--- config.mk ---
export PLATFORM = sky130hd
export DESIGN_NAME = cfg_page_bank
export DESIGN_NICKNAME = d
export VERILOG_FILES = /design/src/rtl/cfg_page_bank.sv
export SDC_FILE = /design/constraint.sdc
export NUM_CORES = 1
export LEC_CHECK = 0
export BUFFER_PORTS_ARGS = -buffer_cell sky130_fd_sc_hd__buf_4
export CORE_AREA = 2 2 201 203
export DETAILED_ROUTE_END_ITERATION = 8
export DIE_AREA = 0 0 203 205
export PLACE_DENSITY = 0.82
export SKIP_LAST_GASP = 1
export SLEW_MARGIN = 20
export SYNTH_ARGS = -nofsm -noshare
export SYNTH_HDL_FRONTEND = slang
export SYNTH_SLANG_ARGS = --single-unit
--- constraint.sdc ---
create_clock -name clk -period 7.95 [get_ports clk]
set_input_delay 1.1925 -clock clk [delete_from_list [all_inputs] [get_ports clk]]
set_output_delay 1.1925 -clock clk [all_outputs]
set_load 0.02 [all_outputs]
--- src/rtl/cfg_page_bank.sv ---
module cfg_page_bank #(
  parameter int          NPAGES    = 8,
  parameter logic [7:0]  PAGE_MASK = 8'hF5,
  parameter int          RW_REGS   = 4,
  parameter int          RO_REGS   = 4,
  parameter int          RO_BASE   = 16,
  parameter int          CW        = NPAGES * RW_REGS * 8,
  parameter int          SW        = NPAGES * RO_REGS * 8
) (
  input  logic          clk,
  input  logic          rst_n,
  input  logic          sclk,
  input  logic          cs_n,
  input  logic          sdio_in,
  output logic          sdio_out,
  output logic          sdio_oe,
  output logic          sdo,
  output logic [CW-1:0] cfg_o,
  input  logic [SW-1:0] status_i
);
  localparam int         PW        = $clog2(NPAGES);
  localparam int         RIW       = $clog2(RW_REGS);
  localparam logic [4:0] PAGE_ADDR = 5'h1F;

  logic [2:0] sclk_p, cs_p;
  logic [1:0] din_p;
  logic [4:0] cnt, addr_q;
  logic       is_rd;
  logic [6:0] sh;
  logic [7:0] out_sh, page_q, rd_val;
  logic [7:0] rw_q [NPAGES][RW_REGS];

  always_ff @(posedge clk or negedge rst_n)
    if (!rst_n) begin
      sclk_p <= 3'b000;
      cs_p   <= 3'b111;
      din_p  <= 2'b00;
    end else begin
      sclk_p <= {sclk_p[1:0], sclk};
      cs_p   <= {cs_p[1:0], cs_n};
      din_p  <= {din_p[0], sdio_in};
    end

  wire rise   = sclk_p[1] & ~sclk_p[2];
  wire fall   = ~sclk_p[1] & sclk_p[2];
  wire active = ~cs_p[1];
  wire d      = din_p[1];

  wire [PW-1:0] pg         = page_q[PW-1:0];
  wire          page_ok    = (32'(page_q) < NPAGES) && PAGE_MASK[pg];
  wire [4:0]    addr_nx    = {sh[3:0], d};
  wire [7:0]    wdata      = {sh, d};
  wire          three_wire = rw_q[0][0][0];

  always_comb begin
    rd_val = 8'h00;
    if (addr_nx == PAGE_ADDR)
      rd_val = page_q;
    else if (page_ok) begin
      if (32'(addr_nx) < RW_REGS)
        rd_val = rw_q[pg][addr_nx[RIW-1:0]];
      else if (32'(addr_nx) >= RO_BASE && 32'(addr_nx) < RO_BASE + RO_REGS)
        rd_val = status_i[(32'(pg) * RO_REGS + 32'(addr_nx) - RO_BASE) * 8 +: 8];
    end
  end

  always_ff @(posedge clk or negedge rst_n)
    if (!rst_n) begin
      cnt    <= 5'd0;
      is_rd  <= 1'b0;
      sh     <= 7'd0;
      addr_q <= 5'd0;
      out_sh <= 8'h00;
      page_q <= 8'h00;
      for (int p = 0; p < NPAGES; p++)
        for (int r = 0; r < RW_REGS; r++)
          rw_q[p][r] <= 8'h00;
    end else if (!active) begin
      cnt   <= 5'd0;
      is_rd <= 1'b0;
    end else if (rise && cnt < 5'd16) begin
      sh  <= {sh[5:0], d};
      cnt <= cnt + 5'd1;
      if (cnt == 5'd0) is_rd <= d;
      if (cnt == 5'd7) begin
        addr_q <= addr_nx;
        if (is_rd) out_sh <= rd_val;
      end
      if (cnt == 5'd15 && !is_rd) begin
        if (addr_q == PAGE_ADDR)
          page_q <= wdata;
        else if (page_ok && 32'(addr_q) < RW_REGS)
          rw_q[pg][addr_q[RIW-1:0]] <= wdata;
      end
    end else if (fall && is_rd && cnt >= 5'd9 && cnt <= 5'd15)
      out_sh <= {out_sh[6:0], 1'b0};

  wire rd_phase = active & is_rd & (cnt >= 5'd8);

  assign sdio_oe  = rd_phase & three_wire;
  assign sdio_out = out_sh[7];
  assign sdo      = rd_phase & ~three_wire & out_sh[7];

  for (genvar p = 0; p < NPAGES; p++) begin : g_page
    for (genvar r = 0; r < RW_REGS; r++) begin : g_reg
      if (PAGE_MASK[p]) begin : g_pop
        assign cfg_o[(p*RW_REGS + r)*8 +: 8] = rw_q[p][r];
      end else begin : g_empty
        assign cfg_o[(p*RW_REGS + r)*8 +: 8] = 8'h00;
      end
    end
  end
endmodule

==> impl_metrics.ini, run 1 <==
[setup_path]
reg2reg_from = page_q[0]
timing.rr.end = out_sh[4]
crit_chain = buf_4 -> ha_2 -> ha_1 -> clkinv_1 -> a221oi_1 -> o21ai_0 -> o2111ai_1 -> o2111ai_1 -> o21ai_0
critPathKind = reg2reg
max_stage_delay_ns = 0.81
startpoint_type = flip-flop
arrival_ns = 4.97
critPathCapture = out_sh[4]
cp_max_fo = 46
crit_required_ns = 8.42
r2r_cells = 9
worstSetupEndpointType = flip-flop
regToRegSetupSlack_ns = 3.45
crit_slowest_cell = clkinv_1
startpoint = page_q[0]

[logic_synthesis]
yosysSeqAreaShare = 0.4256
synth_async_sr_flop_share = 1.000
synthFlopType = dfrtp_1
avgSynthCellArea_um2 = 11.87
synth_edf_count = 0
syn-cell-area_mm2 = 0.01747
syn_inst = 1472
ys_warn_count = 0
ys_ff_latch = 297
synth.distinct_cells = 65

[grt]
grt_max_degree = 150
grtUsageTotal = 0.2861
grt_overflow = 0
grt_first_pass_wirelength_um = 88040
grt_pass1_vias = 12960
antenna_found_initial = 5

[sta]
skew_ns = 0.01096
finalCritPeriodShare = 0.5654
finalCriticalPeriod_ns = 4.495
timing.fmax_mhz = 222.5
rsz0062_at_grt = no
max-slew-margin-rel = 0.2619
fin_ws_ns = 3.455
setup_violations = 0
hold_viol_final = 0
whs_ns = 0.3475
worst_slew_pin_slew_ns = 1.107
slew_viol_final = 0
final.setup.tns_ns = 0

[clocking]
clk_latency_ns = 0.56
cts_setup_buffers = 0
cts_buffer_depth = 3
cts.sinks = 297
hold_buffers = 0
cts_buffers = 30
clkTransAtPathRegs_ns = 0.06
h-tree-depth = 1
cts_resized = 0
cts_tree = done
cts-root-buf = clkbuf_16

[power_and_ir_drop]
finalPower_mw = 3.794
p_leak_nw = 10.02
ir_worst_vdd_uv = 155.5
powerDensity_mw_per_mm2 = 186.5

[placed_design]
dp_hpwl_um = 45520
dp.cells = 2123
placed_area_mm2 = 0.01935
port_buffers = 455
gp_congestion = 0.9425
pre_cts_slack_ns = 3.353

[floorplan]
design.core.area_mm2 = 0.03937
dieArea_mm2 = 0.04162
rows = 73
die_y_um = 205
start_util = 0.4438
die_w_um = 203
ios = 520

[finish]
fin_util = 0.5169
final_cell_area_mm2 = 0.02035
stdcell_count = 2180
finalNetCount = 1903
n_fill_cell = 3371
drive_gt1_frac = 0.5191
area_delta_synth_final_pct = 16.47

[route]
first_pass_iters = 5
drt_wl_total_um = 60850
drt_iter0_drc = 1386
drc = 0
vias_per_cell = 5.846
vias = 12750
post_drt_wl_per_cell_um = 27.91
antenna_left = 0

[hold_path]
holdCritPathClass = reg2reg

[flow_run]
drv_cap = 0

[run_status]
run_status = finished, final reports clean
## sequential cells by signal (all words and copies together) (netlist names)
| signal | cells |
|---|---|
| addr_q | 5 |
| cfg_o | 192 |
| cnt | 5 |
| cs_p | 2 |
| din_p | 2 |
| is_rd | 1 |
| out_sh | 8 |
| page_q | 8 |
| rw_q | 64 |
| sclk_p | 3 |
| sh | 7 |
## final cells by class
type / count / area (µm²) / share of cell area
Clock inverter: 13 / 117.6 / 0.005780
Multi-Input combinational cell: 810 / 7640 / 0.3755
Antenna cell: 2 / 5.005 / 0.0002460
Clock buffer: 40 / 829.5 / 0.04077
Timing Repair Buffer: 473 / 3578 / 0.1759
Inverter: 20 / 75.07 / 0.003689
Tap cell: 525 / 656.9 / 0.03228
Sequential cell: 297 / 7446 / 0.3659
## cell usage in the layout (no fill, tap or decap), drive strengths merged, types with 3 or more instances in the layout
cell type,count
a2bb2oi,4
conb,64
a221o,3
o21ai,26
a22oi,11
nor3b,3
clkbuf,40
nand3,17
o221ai,21
nor2b,9
nor4b,3
or3,6
mux4,78
buf,473
inv,15
nor3,18
o22ai,29
ha,9
nor2,23
a221oi,10
mux2,239
dfrtp,295
o31ai,8
a211oi,13
nand4,6
nand2,70
o2111ai,5
nand3b,3
a21oi,26
nor4,5
and2,3
or2,4
nand2b,10
clkinv,15
mux2i,53
## worst min-delay path by stage
stage	end	startpoint	slack (ns)	cells after the start
final	sclk_p[1]	sclk_p[0]	0.35	0
after global placement	din_p[1]	din_p[0]	0.34	0
after floorplan	din_p[1]	din_p[0]	0.33	0
after CTS	sclk_p[1]	sclk_p[0]	0.35	0
after detailed placement	sclk_p[1]	sclk_p[0]	0.34	0
after global routing	sclk_p[1]	sclk_p[0]	0.36	0
## layer usage
layer | up-vias | track usage | share of wire
li1 | 5327 | - | -
met5 | - | 0 | 0.00044
met1 | 6542 | 0.3735 | 0.39
met3 | 97 | 0.07016 | 0.094
met2 | 775 | 0.4781 | 0.49
met4 | 4 | 0.07456 | 0.026
## where the power goes
part	internal, mW	switching [mW]
Sequential	1.53	0.0796
Clock	0.793	0.600
Combinational	0.320	0.475
Total	2.64	1.15
## cell families after synthesis
| logic type | share of synthesized area |
|---|---|
| muxes | 0.2850 |
| xor gates and xnor gates | 0.001003 |
| AOI/OAI and AO/OA | 0.07119 |
| DFF | 0.4256 |
| other | 0.0002146 |
| adders and majority gates | 0.007592 |
| and+or+nand+nor | 0.05830 |
| buffers and inverters | 0.1512 |
## critical path: cells and delay by family (launching register included)
family          cells  cell delay [ns]
buf+inv             2             1.41
compound gates      5             1.27
fa+ha+maj           2             1.13
flops               1             0.49
## synth_stat cells, types with 3 or more instances
cell type	instances	area, µm²
a211oi_1	13	97.59
a21oi_1	26	130.1
a221o_1	3	30.03
a221oi_1	10	87.58
a22oi_1	11	82.58
a2bb2oi_1	4	35.03
and2_1	3	18.77
buf_1	8	30.03
buf_2	23	115.1
buf_4	266	1997
clkbuf_1	110	412.9
clkinv_1	5	18.77
dfrtp_1	295	7382
ha_1	9	112.6
inv_1	15	56.30
mux2_1	8	90.09
mux2_2	231	2601
mux2i_1	53	530.5
mux4_2	78	1757
nand2_1	65	244.0
nand2_2	5	31.28
nand2b_1	10	62.56
nand3_1	17	85.08
nand3b_1	3	22.52
nand4_1	6	37.54
nor2_1	21	78.83
nor2b_1	9	56.30
nor3_1	18	90.09
nor4_1	4	25.02
nor4b_4	3	71.32
o2111ai_1	5	43.79
o21ai_0	26	130.1
o221ai_1	21	183.9
o22ai_1	29	181.4
o31ai_1	8	60.06
or2_2	4	25.02
or3_1	6	37.54
No activity file was read; power rests on OpenSTA's default activity.
==> run 2, diff against run 1 <==
CORE_AREA = 2 2 202 204   (was 2 2 201 203)
DIE_AREA = 0 0 204 206   (was 0 0 203 205)
clock period = 4.16 ns   (was 7.95 ns; I/O delays follow)
==> run 2 against run 1 <==
Compared with the run above:
- count of clock-buffer cells in the layout is 2 higher
- sequential share of layout area down 0.31 points
- worst hold slack got worse by 0.17 ns
- sequential power up 92%
- die area up 0.98%
- flip-flop and latch count stayed put
- first-iteration DRC count shrank 4.2%
- via count up 0.52%
- total power up 92%
- wire length increased by 3.7%
- global-route usage grew 0.68 points
- clock skew is 0.0021 ns lower
- critical path type unchanged
- critical endpoint is now cfg_o[200]
==> impl_metrics.ini, run 2 (same netlist as run 1, synthesis figures left out) <==
[run_status]
run_status = finished, final reports clean

[floorplan]
dieArea_mm2 = 0.04202
design.core.area_mm2 = 0.04018
ios = 520
rows = 74
start_util = 0.4348
die_w_um = 204
die_y_um = 206

[flow_run]
drv_cap = 0

[placed_design]
gp_congestion = 1.094
dp.cells = 2149
dp_hpwl_um = 47910
placed_area_mm2 = 0.01954
port_buffers = 455

[route]
drt_iter0_drc = 1328
vias_per_cell = 5.805
drt_wl_total_um = 63130
antenna_left = 0
drc = 0
first_pass_iters = 5
vias = 12810
post_drt_wl_per_cell_um = 28.61

[grt]
grt_pass1_vias = 12760
grtUsageTotal = 0.2929
antenna_found_initial = 10
grt_overflow = 0
grt_max_degree = 127
grt_first_pass_wirelength_um = 89140

[finish]
final_cell_area_mm2 = 0.02052
largest_reg_flops = 192
n_fill_cell = 3444
area_delta_synth_final_pct = 17.47
layout_commonest_cell = buf_4
drive_gt1_frac = 0.5234
stdcell_count = 2207
regArea_mm2 = 0.007446
final_cell_mix = 486 x buf_4, 290 x dfrtp_1, 231 x mux2_2
finalNetCount = 1920
multi_input_area_mm2 = 0.007640

[sta]
finalCriticalPeriod_ns = 3.406
worst_slew_pin_slew_ns = 1.129
skew_ns = 0.008865
setup_violations = 0
rsz0062_at_grt = no
finalCritPeriodShare = 0.8188
hold_viol_final = 0
final.setup.tns_ns = 0
slew_viol_final = 0
whs_ns = 0.1759
max-slew-margin-rel = 0.2475
timing.fmax_mhz = 293.6

[setup_path]
cp_max_fo = 8
path_buf_inv = 0
arrival_ns = 3.83
max_stage_delay_ns = 0.64
path_depth = 8
r2r_cells = 8
worstSetupEndpointType = flip-flop
startpoint_type = flip-flop
critPathKind = reg2reg
crit_chain = ha_1 -> and3_1 -> ha_1 -> nand3_1 -> or3_1 -> nor3b_4 -> and3_1 -> mux2_1
crit_required_ns = 4.59
path_delay_family = simple AND/OR/NAND/NOR gates
crit_slowest_cell = or3_1

[clocking]
cts_tree = done
cts_resized = 0
h-tree-depth = 1
hold_buffers = 0
cts-root-buf = clkbuf_16
cts_buffer_depth = 3
cts_buffers = 29
clkTransAtPathRegs_ns = 0.06
cts.sinks = 297
clk_latency_ns = 0.55
cts_setup_buffers = 0

[hold_path]
holdCritPathClass = in2async

[power_and_ir_drop]
ir_worst_vdd_uv = 328.9
powerDensity_mw_per_mm2 = 354.2
p_leak_nw = 10.11
run 2: changes by cell type in the layout (fill, tap and decap cells not counted), moves of 2 or more:
cell	previous run	this run
buf_4	471	486
clkinv_2	10	5
diode_2	2	5
clkbuf_8	2	5
buf_12	0	3
clkbuf_16	31	29
run 2: worst paths after layout:
check	slack (ns)	to	startpoint
max	0.75	cfg_o[200]	cnt[0]
min	0.18	rw_q[149]	rst_n
max reg2reg	0.75	cfg_o[200]	cnt[0]
min reg2reg	0.36	din_p[1]	din_p[0]
max in group asynchronous	2.97	cs_p[0]	rst_n
min in group clk	0.18	sclk_p[0]	sclk
run 2: per-stage QoR:
stage	power, mW	util	setup slack, ns
final	7.270	0.5107	0.7538
after global routing	7.491	0.5105	0.4908
after CTS	7.274	0.5102	0.7293
after detailed placement	4.633	0.4864	0.7030
after global placement	4.605	0.4864	0.8537
after floorplan	3.948	-	1.101
run 2: final cells by class:
type                       instances  area share
multi-input combinational        810      0.3722
sequential                       297      0.3628
inverter                          20    0.003658
clock inverter                    10    0.006401
timing repair buffer             491      0.1817
tap                              532     0.03243
clock buffer                      42     0.04018
antenna                            5   0.0006096
run 2: per-layer routing:
metal  track usage  vias up  part of all wire
li1              -     5350                 -
met1        0.3749     6604              0.39
met2        0.4871      716              0.48
met3       0.07506      133             0.095
met4       0.09498        8             0.034
met5             0        -           0.00086
run 2: power breakdown:
group,total [mW],internal (mW),switching [mW]
clock,2.67,1.55,1.12
sequential,3.09,2.92,0.173
combinational,1.50,0.634,0.870
total,7.27,5.11,2.16
